File: src/rtl/alu_pkg.sv
package alu_pkg;
  localparam int DATA_W = 8;
  localparam int NIB_W  = DATA_W / 2;
  localparam int FLG_W  = 5;
  localparam int FLG_S  = 4;
  localparam int FLG_Z  = 3;
  localparam int FLG_AC = 2;
  localparam int FLG_P  = 1;
  localparam int FLG_CY = 0;

  typedef enum logic [3:0] {
    OP_ADD = 4'd0,
    OP_ADC = 4'd1,
    OP_SUB = 4'd2,
    OP_SBB = 4'd3,
    OP_INC = 4'd4,
    OP_DEC = 4'd5,
    OP_AND = 4'd6,
    OP_XOR = 4'd7,
    OP_OR  = 4'd8,
    OP_ROL = 4'd9,
    OP_ROR = 4'd10,
    OP_DAA = 4'd11,
    OP_RS0 = 4'd12,
    OP_RS1 = 4'd13,
    OP_RS2 = 4'd14,
    OP_RS3 = 4'd15
  } alu_op_e;

  typedef enum logic [1:0] {
    SRC_ARITH = 2'd0,
    SRC_LOGIC = 2'd1,
    SRC_BCD   = 2'd2,
    SRC_PASS  = 2'd3
  } alu_src_e;
endpackage

File: src/rtl/alu_arith.sv
module alu_arith
  import alu_pkg::*;
(
  input  alu_op_e           op_i,
  input  logic [DATA_W-1:0] acc_i,
  input  logic [DATA_W-1:0] opnd_i,
  input  logic              cy_i,
  output logic [DATA_W-1:0] res_o,
  output logic              cy_o,
  output logic              ac_o
);
  logic [DATA_W:0] full;
  logic [NIB_W:0]  low;
  logic            cin;

  always_comb begin
    cin  = ((op_i == OP_ADC) || (op_i == OP_SBB)) ? cy_i : 1'b0;
    full = '0;
    low  = '0;
    cy_o = cy_i;
    unique case (op_i)
      OP_ADD, OP_ADC: begin
        full = {1'b0, acc_i} + {1'b0, opnd_i} + {{DATA_W{1'b0}}, cin};
        low  = {1'b0, acc_i[NIB_W-1:0]} + {1'b0, opnd_i[NIB_W-1:0]} + {{NIB_W{1'b0}}, cin};
        cy_o = full[DATA_W];
      end
      OP_SUB, OP_SBB: begin
        full = {1'b0, acc_i} - {1'b0, opnd_i} - {{DATA_W{1'b0}}, cin};
        low  = {1'b0, acc_i[NIB_W-1:0]} - {1'b0, opnd_i[NIB_W-1:0]} - {{NIB_W{1'b0}}, cin};
        cy_o = full[DATA_W];
      end
      OP_INC: begin
        full = {1'b0, opnd_i} + {{DATA_W{1'b0}}, 1'b1};
        low  = {1'b0, opnd_i[NIB_W-1:0]} + {{NIB_W{1'b0}}, 1'b1};
      end
      OP_DEC: begin
        full = {1'b0, opnd_i} - {{DATA_W{1'b0}}, 1'b1};
        low  = {1'b0, opnd_i[NIB_W-1:0]} - {{NIB_W{1'b0}}, 1'b1};
      end
      default: begin
        full = '0;
        low  = '0;
      end
    endcase
    res_o = full[DATA_W-1:0];
    ac_o  = low[NIB_W];
  end
endmodule

File: src/rtl/alu_logic.sv
module alu_logic
  import alu_pkg::*;
(
  input  alu_op_e           op_i,
  input  logic [DATA_W-1:0] acc_i,
  input  logic [DATA_W-1:0] opnd_i,
  input  logic              cy_i,
  output logic [DATA_W-1:0] res_o,
  output logic              cy_o
);
  always_comb begin
    res_o = acc_i;
    cy_o  = cy_i;
    unique case (op_i)
      OP_AND: begin res_o = acc_i & opnd_i; cy_o = 1'b0; end
      OP_XOR: begin res_o = acc_i ^ opnd_i; cy_o = 1'b0; end
      OP_OR:  begin res_o = acc_i | opnd_i; cy_o = 1'b0; end
      OP_ROL: begin
        res_o = {acc_i[DATA_W-2:0], acc_i[DATA_W-1]};
        cy_o  = acc_i[DATA_W-1];
      end
      OP_ROR: begin
        res_o = {acc_i[0], acc_i[DATA_W-1:1]};
        cy_o  = acc_i[0];
      end
      default: begin res_o = acc_i; cy_o = cy_i; end
    endcase
  end
endmodule

File: src/rtl/alu_bcd.sv
module alu_bcd
  import alu_pkg::*;
(
  input  logic [DATA_W-1:0] acc_i,
  input  logic              ac_i,
  input  logic              cy_i,
  output logic [DATA_W-1:0] res_o,
  output logic              ac_o,
  output logic              cy_o
);
  localparam logic [NIB_W-1:0] NIB_MAX = NIB_W'(9);
  localparam logic [NIB_W-1:0] NIB_FIX = NIB_W'(6);

  logic            lo_fix, hi_fix;
  logic [NIB_W:0]  lo_sum;
  logic [DATA_W:0] mid, fin;

  always_comb begin
    lo_fix = (acc_i[NIB_W-1:0] > NIB_MAX) || ac_i;
    lo_sum = {1'b0, acc_i[NIB_W-1:0]} + {1'b0, (lo_fix ? NIB_FIX : {NIB_W{1'b0}})};
    mid    = {1'b0, acc_i} + {{(DATA_W-NIB_W+1){1'b0}}, (lo_fix ? NIB_FIX : {NIB_W{1'b0}})};
    hi_fix = (mid[DATA_W-1:NIB_W] > NIB_MAX) || cy_i;
    // high correction applies to the post-low-step byte; low overflow stays sticky
    fin    = {1'b0, mid[DATA_W-1:0]} + {1'b0, (hi_fix ? NIB_FIX : {NIB_W{1'b0}}), {NIB_W{1'b0}}};
    res_o  = fin[DATA_W-1:0];
    ac_o   = lo_sum[NIB_W];
    cy_o   = cy_i | mid[DATA_W] | fin[DATA_W];
  end
endmodule

File: src/rtl/acc_alu.sv
module acc_alu
  import alu_pkg::*;
(
  input  logic              clk_i,
  input  logic              rst_ni,
  input  logic [3:0]        op_i,
  input  logic [DATA_W-1:0] acc_i,
  input  logic [DATA_W-1:0] opnd_i,
  input  logic [FLG_W-1:0]  flags_i,
  output logic [DATA_W-1:0] result_o,
  output logic [FLG_W-1:0]  flags_o
);
  alu_op_e           op;
  alu_src_e          src;
  logic [DATA_W-1:0] ar_res, lg_res, bcd_res, res_d;
  logic              ar_cy, ar_ac, lg_cy, bcd_cy, bcd_ac;
  logic [FLG_W-1:0]  flags_d;
  logic              szp_upd;

  assign op = alu_op_e'(op_i);

  alu_arith u_arith (
    .op_i(op), .acc_i(acc_i), .opnd_i(opnd_i), .cy_i(flags_i[FLG_CY]),
    .res_o(ar_res), .cy_o(ar_cy), .ac_o(ar_ac)
  );

  alu_logic u_logic (
    .op_i(op), .acc_i(acc_i), .opnd_i(opnd_i), .cy_i(flags_i[FLG_CY]),
    .res_o(lg_res), .cy_o(lg_cy)
  );

  alu_bcd u_bcd (
    .acc_i(acc_i), .ac_i(flags_i[FLG_AC]), .cy_i(flags_i[FLG_CY]),
    .res_o(bcd_res), .ac_o(bcd_ac), .cy_o(bcd_cy)
  );

  always_comb begin
    unique case (op)
      OP_ADD, OP_ADC, OP_SUB, OP_SBB, OP_INC, OP_DEC: src = SRC_ARITH;
      OP_AND, OP_XOR, OP_OR, OP_ROL, OP_ROR:          src = SRC_LOGIC;
      OP_DAA:                                         src = SRC_BCD;
      default:                                        src = SRC_PASS;
    endcase
    szp_upd = (src != SRC_PASS) && (op != OP_ROL) && (op != OP_ROR);
  end

  always_comb begin
    flags_d = flags_i;
    unique case (src)
      SRC_ARITH: begin
        res_d = ar_res;
        flags_d[FLG_CY] = ar_cy;
        flags_d[FLG_AC] = ar_ac;
      end
      SRC_LOGIC: begin
        res_d = lg_res;
        flags_d[FLG_CY] = lg_cy;
        if (op == OP_AND) flags_d[FLG_AC] = 1'b1;
        else if (op == OP_XOR || op == OP_OR) flags_d[FLG_AC] = 1'b0;
      end
      SRC_BCD: begin
        res_d = bcd_res;
        flags_d[FLG_CY] = bcd_cy;
        flags_d[FLG_AC] = bcd_ac;
      end
      default: res_d = acc_i;
    endcase
    if (szp_upd) begin
      flags_d[FLG_S] = res_d[DATA_W-1];
      flags_d[FLG_Z] = (res_d == '0);
      flags_d[FLG_P] = ~^res_d;
    end
  end

  always_ff @(posedge clk_i or negedge rst_ni) begin
    if (!rst_ni) begin
      result_o <= '0;
      flags_o  <= '0;
    end else begin
      result_o <= res_d;
      flags_o  <= flags_d;
    end
  end

  assert_and_flags_R5: assert property (@(posedge clk_i) disable iff (!rst_ni)
    (op_i == 4'd6) |=> (flags_o[FLG_AC] && !flags_o[FLG_CY]));

  assert_xor_or_flags_R6: assert property (@(posedge clk_i) disable iff (!rst_ni)
    (op_i == 4'd7 || op_i == 4'd8) |=> (!flags_o[FLG_AC] && !flags_o[FLG_CY]));

  assert_incdec_keep_cy_R4: assert property (@(posedge clk_i) disable iff (!rst_ni)
    (op_i == 4'd4 || op_i == 4'd5) |=> (flags_o[FLG_CY] == $past(flags_i[FLG_CY])));

  assert_rol_keep_R7: assert property (@(posedge clk_i) disable iff (!rst_ni)
    (op_i == 4'd9) |=> (flags_o[4:1] == $past(flags_i[4:1])
                        && flags_o[FLG_CY] == result_o[0]));

  assert_ror_keep_R8: assert property (@(posedge clk_i) disable iff (!rst_ni)
    (op_i == 4'd10) |=> (flags_o[4:1] == $past(flags_i[4:1])
                         && flags_o[FLG_CY] == result_o[DATA_W-1]));

  assert_daa_sticky_cy_R10: assert property (@(posedge clk_i) disable iff (!rst_ni)
    (op_i == 4'd11 && flags_i[FLG_CY]) |=> flags_o[FLG_CY]);

  assert_szp_R11: assert property (@(posedge clk_i) disable iff (!rst_ni)
    (op_i <= 4'd8 || op_i == 4'd11) |=>
      (flags_o[FLG_S] == result_o[DATA_W-1] && flags_o[FLG_Z] == (result_o == '0)
       && flags_o[FLG_P] == ($countones(result_o) % 2 == 0)));

  assert_pass_R12: assert property (@(posedge clk_i) disable iff (!rst_ni)
    (op_i >= 4'd12) |=> (result_o == $past(acc_i) && flags_o == $past(flags_i)));

  always_ff @(posedge clk_i) begin
    if (!rst_ni) assert_reset_R1: assert (result_o == '0 && flags_o == '0);
  end
endmodule

File: config.mk
export PLATFORM = sky130hd
export DESIGN_NAME = acc_alu
export DESIGN_NICKNAME = d
export VERILOG_FILES = /design/src/rtl/alu_pkg.sv /design/src/rtl/alu_arith.sv /design/src/rtl/alu_logic.sv /design/src/rtl/alu_bcd.sv /design/src/rtl/acc_alu.sv
export SDC_FILE = /design/constraint.sdc
export NUM_CORES = 1
export LEC_CHECK = 0
export BUFFER_PORTS_ARGS = -buffer_cell sky130_fd_sc_hd__buf_2
export CAP_MARGIN = 20
export CORE_ASPECT_RATIO = 1.4
export CORE_MARGIN = 8
export CORE_UTILIZATION = 30
export DETAILED_ROUTE_END_ITERATION = 7
export PLACE_DENSITY = 0.48
export SYNTH_ARGS = -nofsm -noshare
export SYNTH_HDL_FRONTEND = slang
export SYNTH_HIERARCHICAL = 1
export SYNTH_SLANG_ARGS = --single-unit
File: constraint.sdc
create_clock -name clk_i -period 0.8 [get_ports clk_i]
set_input_delay 0.16 -clock clk_i [delete_from_list [all_inputs] [get_ports clk_i]]
set_output_delay 0.16 -clock clk_i [all_outputs]
set_load 0.02 [all_outputs]
==> flow_summary_export.csv, run 1 <==
group,metric,value,unit
run,maxCapViolCount,0,
clock_tree,cts.sinks,13,
sta,layout_setup_ws,-2.639,ns
global_routing,grt_antenna_before_repair,0,
floorplanning,num_rows,45,
logic_synthesis,ys_seq_area_share,9.871,%
logic_synthesis,synth.net_count,507,
sta,tightest_slew,0.3928,ns
min_path,min_path_type,"input port to flip-flop",
floorplanning,core-area,0.01075,mm²
sta,hold_viol_final,0,
sta,grt_setup_unrepaired,"yes",
run_status,violations,"negative setup slack",
clock_tree,root_buffer,"clkbuf_16",
placement,dp_cells,706,
critical_path,end_kind,"flip-flop",
power_and_ir_drop,total_power,5.488,mW
clock_tree,clock_path_buffers,2,
sta,setup_viol,26,
logic_synthesis,synth-edff-count,0,
route,wirelength,11.54,mm
power_and_ir_drop,p_leak,2.499,nW
critical_path,cp_data_arrival_time,3.56,ns
final_layout,final_cells,718,
final_layout,drive_above_1_share,42.29,%
placement,hpwl,9.613,mm
power_and_ir_drop,irDropWorstVdd,507.4,µV
floorplanning,start_util,30.65,%
critical_path,path_class,"input port to flip-flop",
sta,min_period,3.439,ns
run_status,status,"finished, violations left",
final_layout,layout_commonest_cell,"buf_4",
min_path,hp-start,"flags_i[4]",
logic_synthesis,ys_types,67,
route,drc,0,
global_routing,grt_pass1_wl,18.86,mm
logic_synthesis,async_flop_share,100.0,%
min_path,hold_path_end,"flags_o[4]",
logic_synthesis,synth_cells,422,
placement,place_ws,-2.950,ns
power_and_ir_drop,power.density,1090,mW/mm²
global_routing,grt_usage,15.66,%
final_layout,final_nets,663,
sta,fmax,0.2908,GHz
critical_path,path_max_fanout,3,
route,first_pass_iters,4,
route,drtIter0Drc,114,
sta,max_slew_margin,73.81,%
final_layout,layout_common_cells,"buf_4 (126), inv_1 (48), ha_1 (45)",
final_layout,n_antenna_cell,0,
logic_synthesis,ys_ff_latch,13,
sta,drv_slew,0,
clock_tree,cts_made_buffers,3,
global_routing,first_global_vias,3842,
final_layout,syn_to_final_growth,52.81,%
placement,gp_congestion,0.8509,
floorplanning,die_x,104.6,µm
critical_path,cp_data_required_time,0.92,ns
min_path,hold_depth,3,
logic_synthesis,synth_area,0.003296,mm²
clock_tree,cts_tree,"yes",
route,ant_nets,0,
route,dr_total_vias,3656,
placement,port_buffers,39,
global_routing,grt_overflow,0,
clock_tree,htreeDepth,1,
sta,period_share,429.9,%
floorplanning,fp.dieH,140.0,µm
critical_path,startpoint_type,"input port",
clock_tree,clkTransAtPathRegs,0.04,ns
global_routing,grt_max_degree,38,
floorplanning,num_io_pins,40,
sta,fin_setup_tns,-24.36,ns
route,wl_per_cell,16.07,µm
route,vias_per_cell,5.092,
floorplanning,die_area,0.01464,mm²
logic_synthesis,ys_warn_count,6,
logic_synthesis,synth_area_per_cell,7.810,µm²
logic_synthesis,synth_ff_type,"dfrtp_1",
final cells by class:
class | instances | area (µm²)
repair buffers | 167 | 1279
flip-flops and latches | 13 | 325.3
clock buffers | 4 | 78.83
multi-input cells | 342 | 2985
well taps | 141 | 176.4
fillers | 1080 | 5718
inverters | 51 | 191.4
worst max path at each step:
stage                  start         end  slack [ns]  cells past startpoint
finish              acc_i[2]  flags_o[1]       -2.64                     20
global route        acc_i[2]  flags_o[1]       -2.77                     20
global placement    acc_i[1]  flags_o[1]       -2.86                     20
CTS                 acc_i[2]  flags_o[1]       -2.60                     20
detailed placement  acc_i[2]  flags_o[1]       -2.95                     20
floorplan           acc_i[2]  flags_o[1]       -2.70                     19
registers in the layout (all words and copies together), names as in the netlist:
register,flops
result_o,8
flags_o,5
cells in the mapped netlist, drive strengths merged, types with 3 or more instances:
cell type	n	share of area, %
a22oi	7	1.6
o21ai	16	2.5
o22ai	7	1.7
o21bai	3	0.68
ha	51	19
xor2	7	1.9
nand2	23	2.7
or3	3	0.72
clkbuf	3	0.34
and2	7	1.4
nor3	6	0.91
a2bb2oi	12	3.9
a21o	9	2.0
a211oi	6	1.5
or2	6	1.1
inv	51	5.8
nor2b	9	1.7
mux2i	8	2.4
nand2b	7	1.6
xnor2	16	4.8
a21oi	36	5.5
o221ai	6	1.8
and3	4	0.95
buf	13	2.4
fa	7	4.3
nor2	34	3.9
nand3	9	1.7
a31oi	7	1.3
o22a	7	1.9
dfrtp	13	9.9
per-layer routing:
| metal | wire [µm] | share of wire, % | track usage, % |
|---|---|---|---|
| met2 | 6208 | 54 | 30.12 |
| met5 | 0 | 0 | 0 |
| met4 | 442 | 3.8 | 6.787 |
| met1 | 4529 | 39 | 16.67 |
| met3 | 358 | 3.1 | 1.653 |
timing repair:
item | in CTS | in global routing
hold endpoints to repair | 13 | 0
resized for setup | 58 | 15
buffers inserted | 7 | 3
setup endpoints to repair | 26 | 26
pin swaps | 23 | 19
hold buffers | 1 | 0
report_power, final:
part	internal, mW	switching, mW
Clock	0.670	0.252
Combinational	1.93	1.82
Sequential	0.767	0.0521
cells by family after synthesis:
family | share of synthesized area [%]
adders and majority gates | 23.61
DFF | 9.871
and+or+nand+nor | 18.79
AOI/OAI and AO/OA | 29.69
xor gates and xnor gates | 6.682
muxes | 2.772
buffers and inverters | 8.580
critical path, cell delays in order:
cell and delay, ns:
buf_6 0.10, o21ai_2 0.11, nand2b_1 0.08, ha_2 0.21
fa_2 0.44, nand3_2 0.10, xnor2_2 0.12, nor2_2 0.07
a2bb2oi_2 0.17, ha_2 0.22, inv_2 0.04, fa_2 0.36
xnor2_2 0.15, a21oi_2 0.08, a2bb2oi_2 0.13, or2_1 0.26
ha_4 0.23, xnor2_2 0.13, xnor2_1 0.13, mux2_4 0.25
per-stage QoR:
| step | cell area (µm²) | utilization [%] | hold WS [ns] |
|---|---|---|---|
| floorplan | 3436 | - | -0.1356 |
| global placement | 4607 | 42.84 | 0.05431 |
| detailed placement | 4607 | 42.84 | 0.05920 |
| CTS | 4959 | 46.11 | 0.1489 |
| global route | 5036 | 46.83 | 0.1716 |
| finish | 5036 | 46.83 | 0.1539 |
No activity file was read; power rests on OpenSTA's default activity.
==> run 2: changes to the inputs <==
- CORE_ASPECT_RATIO: 1.4 -> 2
==> flow_summary_export.csv, run 2 (synthesized netlist as in run 1, its figures left out) <==
group,metric,value,unit
global_routing,grt_usage,17.51,%
floorplanning,start_util,30.49,%
global_routing,first_global_vias,4051,
global_routing,grt_busiest_layer,"met2",
final_layout,n_antenna_cell,0,
final_layout,final_nets,662,
global_routing,use_met2,35.66,%
sta,layout_setup_ws,-2.638,ns
global_routing,met3_usage,1.556,%
final_layout,regMostFlops,"result_o",
critical_path,path_class,"input port to flip-flop",
global_routing,grt_antenna_before_repair,0,
placement,place_ws,-2.939,ns
clock_tree,clock_path_buffers,2,
route,ant_nets,0,
sta,setup_viol,26,
power_and_ir_drop,power.density,1097,mW/mm²
final_layout,syn_to_final_growth,55.13,%
sta,grt_setup_unrepaired,"yes",
final_layout,final_cells,716,
critical_path,cp_data_arrival_time,3.57,ns
route,wl_per_cell,18.23,µm
run_status,violations,"negative setup slack",
global_routing,met1_usage,14.03,%
sta,period_share,429.8,%
sta,max_slew_margin,70.26,%
power_and_ir_drop,irDropWorstVdd,1307,µV
floorplanning,core-area,0.01081,mm²
run_status,status,"finished, violations left",
route,wirelength,13.06,mm
route,dr_total_vias,3760,
route,vias_per_cell,5.251,
clock_tree,clkTransAtPathRegs,0.04,ns
placement,hpwl,10.83,mm
placement,gp_congestion,0.9067,
run,maxCapViolCount,0,
final_layout,layout_commonest_cell,"buf_4",
clock_tree,root_buffer,"clkbuf_16",
power_and_ir_drop,p_leak,2.510,nW
floorplanning,num_io_pins,40,
critical_path,cp_data_required_time,0.93,ns
global_routing,grt_pass1_wl,20.36,mm
global_routing,grt_overflow,0,
sta,hold_slack,0.1574,ns
sta,fmax,0.2908,GHz
final_layout,reg.largest.list,"result_o: 8 flops, flags_o: 5 flops",
floorplanning,fp.dieH,164.2,µm
final_layout,layout_common_cells,"buf_4 (122), inv_1 (48), ha_1 (45)",
critical_path,startpoint_type,"input port",
floorplanning,die_x,90.12,µm
floorplanning,die_area,0.01480,mm²
sta,drv_slew,0,
placement,dp_cells,703,
critical_path,path_max_fanout,3,
final_layout,largest_register_ffs,8,
placement,port_buffers,39,
critical_path,end_kind,"flip-flop",
final_layout,drive_above_1_share,42.88,%
sta,hold_viol_final,0,
route,first_pass_iters,5,
clock_tree,cts.sinks,13,
sta,tightest_slew,0.4434,ns
clock_tree,htreeDepth,1,
final_layout,final_util,47.29,%
min_path,min_path_type,"input port to flip-flop",
global_routing,grt_max_degree,38,
clock_tree,cts_made_buffers,3,
floorplanning,num_rows,54,
route,drtIter0Drc,167,
clock_tree,cts_tree,"yes",
sta,min_period,3.438,ns
route,drc,0,
[run 2: cell type report]
cell class / instances / area (µm²)
fill: 1107 / 5698
multi-input combinational: 342 / 3023
timing repair buffer: 166 / 1319
sequential: 13 / 325.3
inverter: 51 / 191.4
tap: 140 / 175.2
clock buffer: 4 / 78.83
[run 2: layer usage]
layer	share of wire, %	wire (µm)
met3	2.6	335
met5	0	0
met1	32	4128
met4	8.7	1139
met2	57	7454
[run 2: path summary, 6_finish.rpt]
path                                to  slack [ns]  cells past startpoint        from
min in group asynchronous   flags_o[1]        0.33                      2      rst_ni
worst min-delay path        flags_o[3]        0.16                      3  flags_i[3]
max in group asynchronous  result_o[0]        0.24                      2      rst_ni
worst max-delay path        flags_o[1]       -2.64                     20    acc_i[1]
[run 2: power breakdown]
group	internal, mW	leakage (nW)	total (mW)	switching (mW)
clock network	0.673	0.0382	0.960	0.288
logic	1.94	2.31	3.82	1.89
registers	0.767	0.157	0.826	0.0591
total	3.38	2.51	5.61	2.23
[run 2: timing repair]
item / CTS / global route
pin swaps: 33 / 12
hold endpoints to repair: 13 / 0
endpoints found under the setup margin: 26 / 26
hold buffers: 1 / 0
cloned: 0 / 0
gates resized for setup: 73 / 12
buffers inserted: 5 / 3
[run 2: per-stage QoR]
step           total power, mW  TNS [ns]  area (µm²)
2_1_floorplan            2.691    -22.53        3436
3_3_place_gp             4.099    -26.16        4628
3_5_place_dp             4.149    -26.78        4628
4_1_cts                  5.547    -23.85        5027
5_1_grt                  5.999    -25.80        5112
6_report                 5.608    -23.83        5112
[run 2: critical path, cell delays in order]
cell	delay, ns
buf_8	0.10
o21ai_2	0.11
nand2b_1	0.09
ha_2	0.21
fa_2	0.44
nand3_2	0.11
xnor2_2	0.13
nor2_2	0.06
a2bb2oi_2	0.15
ha_2	0.21
inv_2	0.04
fa_2	0.44
inv_2	0.07
a21oi_2	0.05
or2_1	0.24
a21o_1	0.19
ha_4	0.25
xnor2_2	0.13
xnor2_1	0.13
mux2_4	0.26
==> run 3: changes to the inputs <==
- clock period: 0.8 -> 3.4 ns (I/O delays scaled with it)
==> flow_summary_export.csv, run 3 (synthesized netlist as in run 1, its figures left out) <==
group,metric,value,unit
global_routing,grt_max_degree,38,
run_status,violations,"negative setup slack",
route,dr_total_vias,3688,
global_routing,grt_antenna_before_repair,0,
global_routing,grt_pass1_wl,20.69,mm
critical_path,startpoint_type,"input port",
global_routing,met3_usage,1.281,%
critical_path,cp.buffers_inverters,3,
placement,hpwl,11.28,mm
global_routing,first_global_vias,3890,
final_layout,regMostFlops,"result_o",
floorplanning,num_io_pins,40,
placement,dp_cells,697,
sta,grt_setup_unrepaired,"yes",
global_routing,grt_overflow,0,
final_layout,drive_above_1_share,36.35,%
power_and_ir_drop,p_int,0.7257,mW
clock_tree,hold_buffers,0,
final_layout,n_antenna_cell,0,
critical_path,cp_data_required_time,3.52,ns
clock_tree,root_buffer,"clkbuf_16",
final_layout,layout_common_cells,"buf_4 (114), inv_1 (49), ha_1 (48)",
floorplanning,die_x,90.12,µm
placement,place_ws,-0.9324,ns
final_layout,reg.largest.list,"result_o: 8 flops, flags_o: 5 flops",
clock_tree,cts.sinks,13,
run,maxCapViolCount,0,
critical_path,crit_family,"adder cells",
route,drc,0,
clock_tree,cts_made_buffers,3,
global_routing,grt_usage,17.90,%
final_layout,fill_cells,1148,
sta,min_period,3.990,ns
sta,drv_slew,0,
critical_path,path_class,"input port to flip-flop",
critical_path,crit_chain,"buf_8 -> o21ai_4 -> nand2b_1 -> ha_2 -> fa_2 -> nand3_2 -> xnor2_2 -> nor2_2 -> a2bb2oi_2 -> ha_2 -> inv_2 -> fa_2 -> inv_2 -> a21oi_2 -> or2_1 -> a21o_1 -> ha_4 -> xnor2_2 -> xnor2_1 -> mux2_4",
floorplanning,die_area,0.01480,mm²
clock_tree,clkTransAtPathRegs,0.04,ns
sta,setup_viol,2,
route,wl_per_cell,18.94,µm
clock_tree,cts_tree,"yes",
critical_path,path_max_fanout,3,
critical_path,cp_slowest_stage_delay,0.44,ns
route,drtIter0Drc,198,
power_and_ir_drop,combPwrFrac,67.0,%
global_routing,grt_busiest_layer,"met2",
floorplanning,core-area,0.01081,mm²
critical_path,cp_data_arrival_time,4.11,ns
global_routing,met1_usage,15.23,%
route,first_pass_iters,4,
power_and_ir_drop,power.density,258.0,mW/mm²
power_and_ir_drop,irDropWorstVdd,211.2,µV
final_layout,final_cells,704,
final_layout,syn_to_final_growth,42.56,%
sta,layout_setup_ws,-0.5902,ns
placement,port_buffers,39,
min_path,min_path_type,"input port to async pin",
sta,fmax,0.2506,GHz
power_and_ir_drop,power.switching,0.4864,mW
sta,tightest_slew,0.4294,ns
route,wirelength,13.34,mm
final_layout,layout_commonest_cell,"buf_4",
global_routing,use_met2,37.95,%
sta,period_share,117.4,%
power_and_ir_drop,p_sw_share,40.13,%
final_layout,largest_register_ffs,8,
clock_tree,htreeDepth,1,
floorplanning,fp.dieH,164.2,µm
critical_path,end_kind,"flip-flop",
sta,hold_viol_final,0,
critical_path,slowest_stage,"fa_2",
power_and_ir_drop,p_leak,2.375,nW
route,vias_per_cell,5.239,
clock_tree,clock_path_buffers,2,
power_and_ir_drop,pwr-share-clk,17.7,%
placement,gp_congestion,0.9839,
floorplanning,num_rows,54,
power_and_ir_drop,p_seq_share,15.3,%
run_status,status,"finished, violations left",
final_layout,final_nets,650,
sta,max_slew_margin,71.37,%
floorplanning,start_util,30.49,%
route,ant_nets,0,
[run 3: cell types whose count changed in the layout (fill, tap and decap cells not counted), sizes merged]
cell and delta:
buf -11, dlygate4sd3 -1
[run 3: power groups by stage]
| stage | Combinational (mW) | Clock (mW) | Sequential, mW |
|---|---|---|---|
| finish | 0.812 | 0.214 | 0.186 |
| global route | 0.882 | 0.230 | 0.189 |
| CTS | 0.796 | 0.218 | 0.186 |
| detailed placement | 0.767 | 0 | 0.188 |
| global placement | 0.757 | 0 | 0.188 |
| floorplan | 0.395 | 0 | 0.222 |
[run 3: how the worst max path moves through the flow]
stage | slack (ns) | cells after the start | to | startpoint
floorplan | -0.62 | 19 | flags_o[1] | acc_i[2]
global placement | -0.90 | 17 | flags_o[1] | op_i[3]
detailed placement | -0.93 | 20 | flags_o[1] | acc_i[2]
CTS | -0.57 | 20 | flags_o[1] | acc_i[1]
global route | -0.73 | 20 | flags_o[1] | acc_i[2]
finish | -0.59 | 20 | flags_o[1] | acc_i[2]
[run 3: metal layers]
| layer | wire (µm) | vias to the layer above |
|---|---|---|
| met5 | 0 | - |
| met4 | 807 | 0 |
| met2 | 7853 | 92 |
| li1 | - | 1793 |
| met3 | 331 | 31 |
| met1 | 4342 | 1772 |
[run 3: metrics by stage]
step | total power [mW] | utilization (%) | hold WS, ns | cell area [µm²] | setup TNS, ns
3_5_place_dp | 0.9559 | 41.45 | 0.5757 | 4481 | -2.219
2_1_floorplan | 0.6166 | - | 0.3844 | 3348 | -0.7566
4_1_cts | 1.201 | 42.86 | 0.3263 | 4633 | -0.7119
5_1_grt | 1.301 | 43.46 | 0.3337 | 4698 | -1.061
6_report | 1.212 | 43.46 | 0.3159 | 4698 | -0.7405
3_3_place_gp | 0.9450 | 41.45 | 0.5719 | 4481 | -2.046
[run 3: layout make-up]
class                   instances  area, µm²  area share [%]
multi-input cells             342       2840           60.45
repair buffers                154       1087           23.14
flip-flops and latches         13      325.3           6.924
inverters                      51      191.4           4.075
well taps                     140      175.2           3.728
clock buffers                   4      78.83           1.678
[run 3: repair_timing]
item | CTS | global route
setup endpoints to repair | 3 | 4
pin swaps | 14 | 17
hold endpoints to repair | 0 | 0
gates resized for setup | 15 | 13
setup buffers | 1 | 2
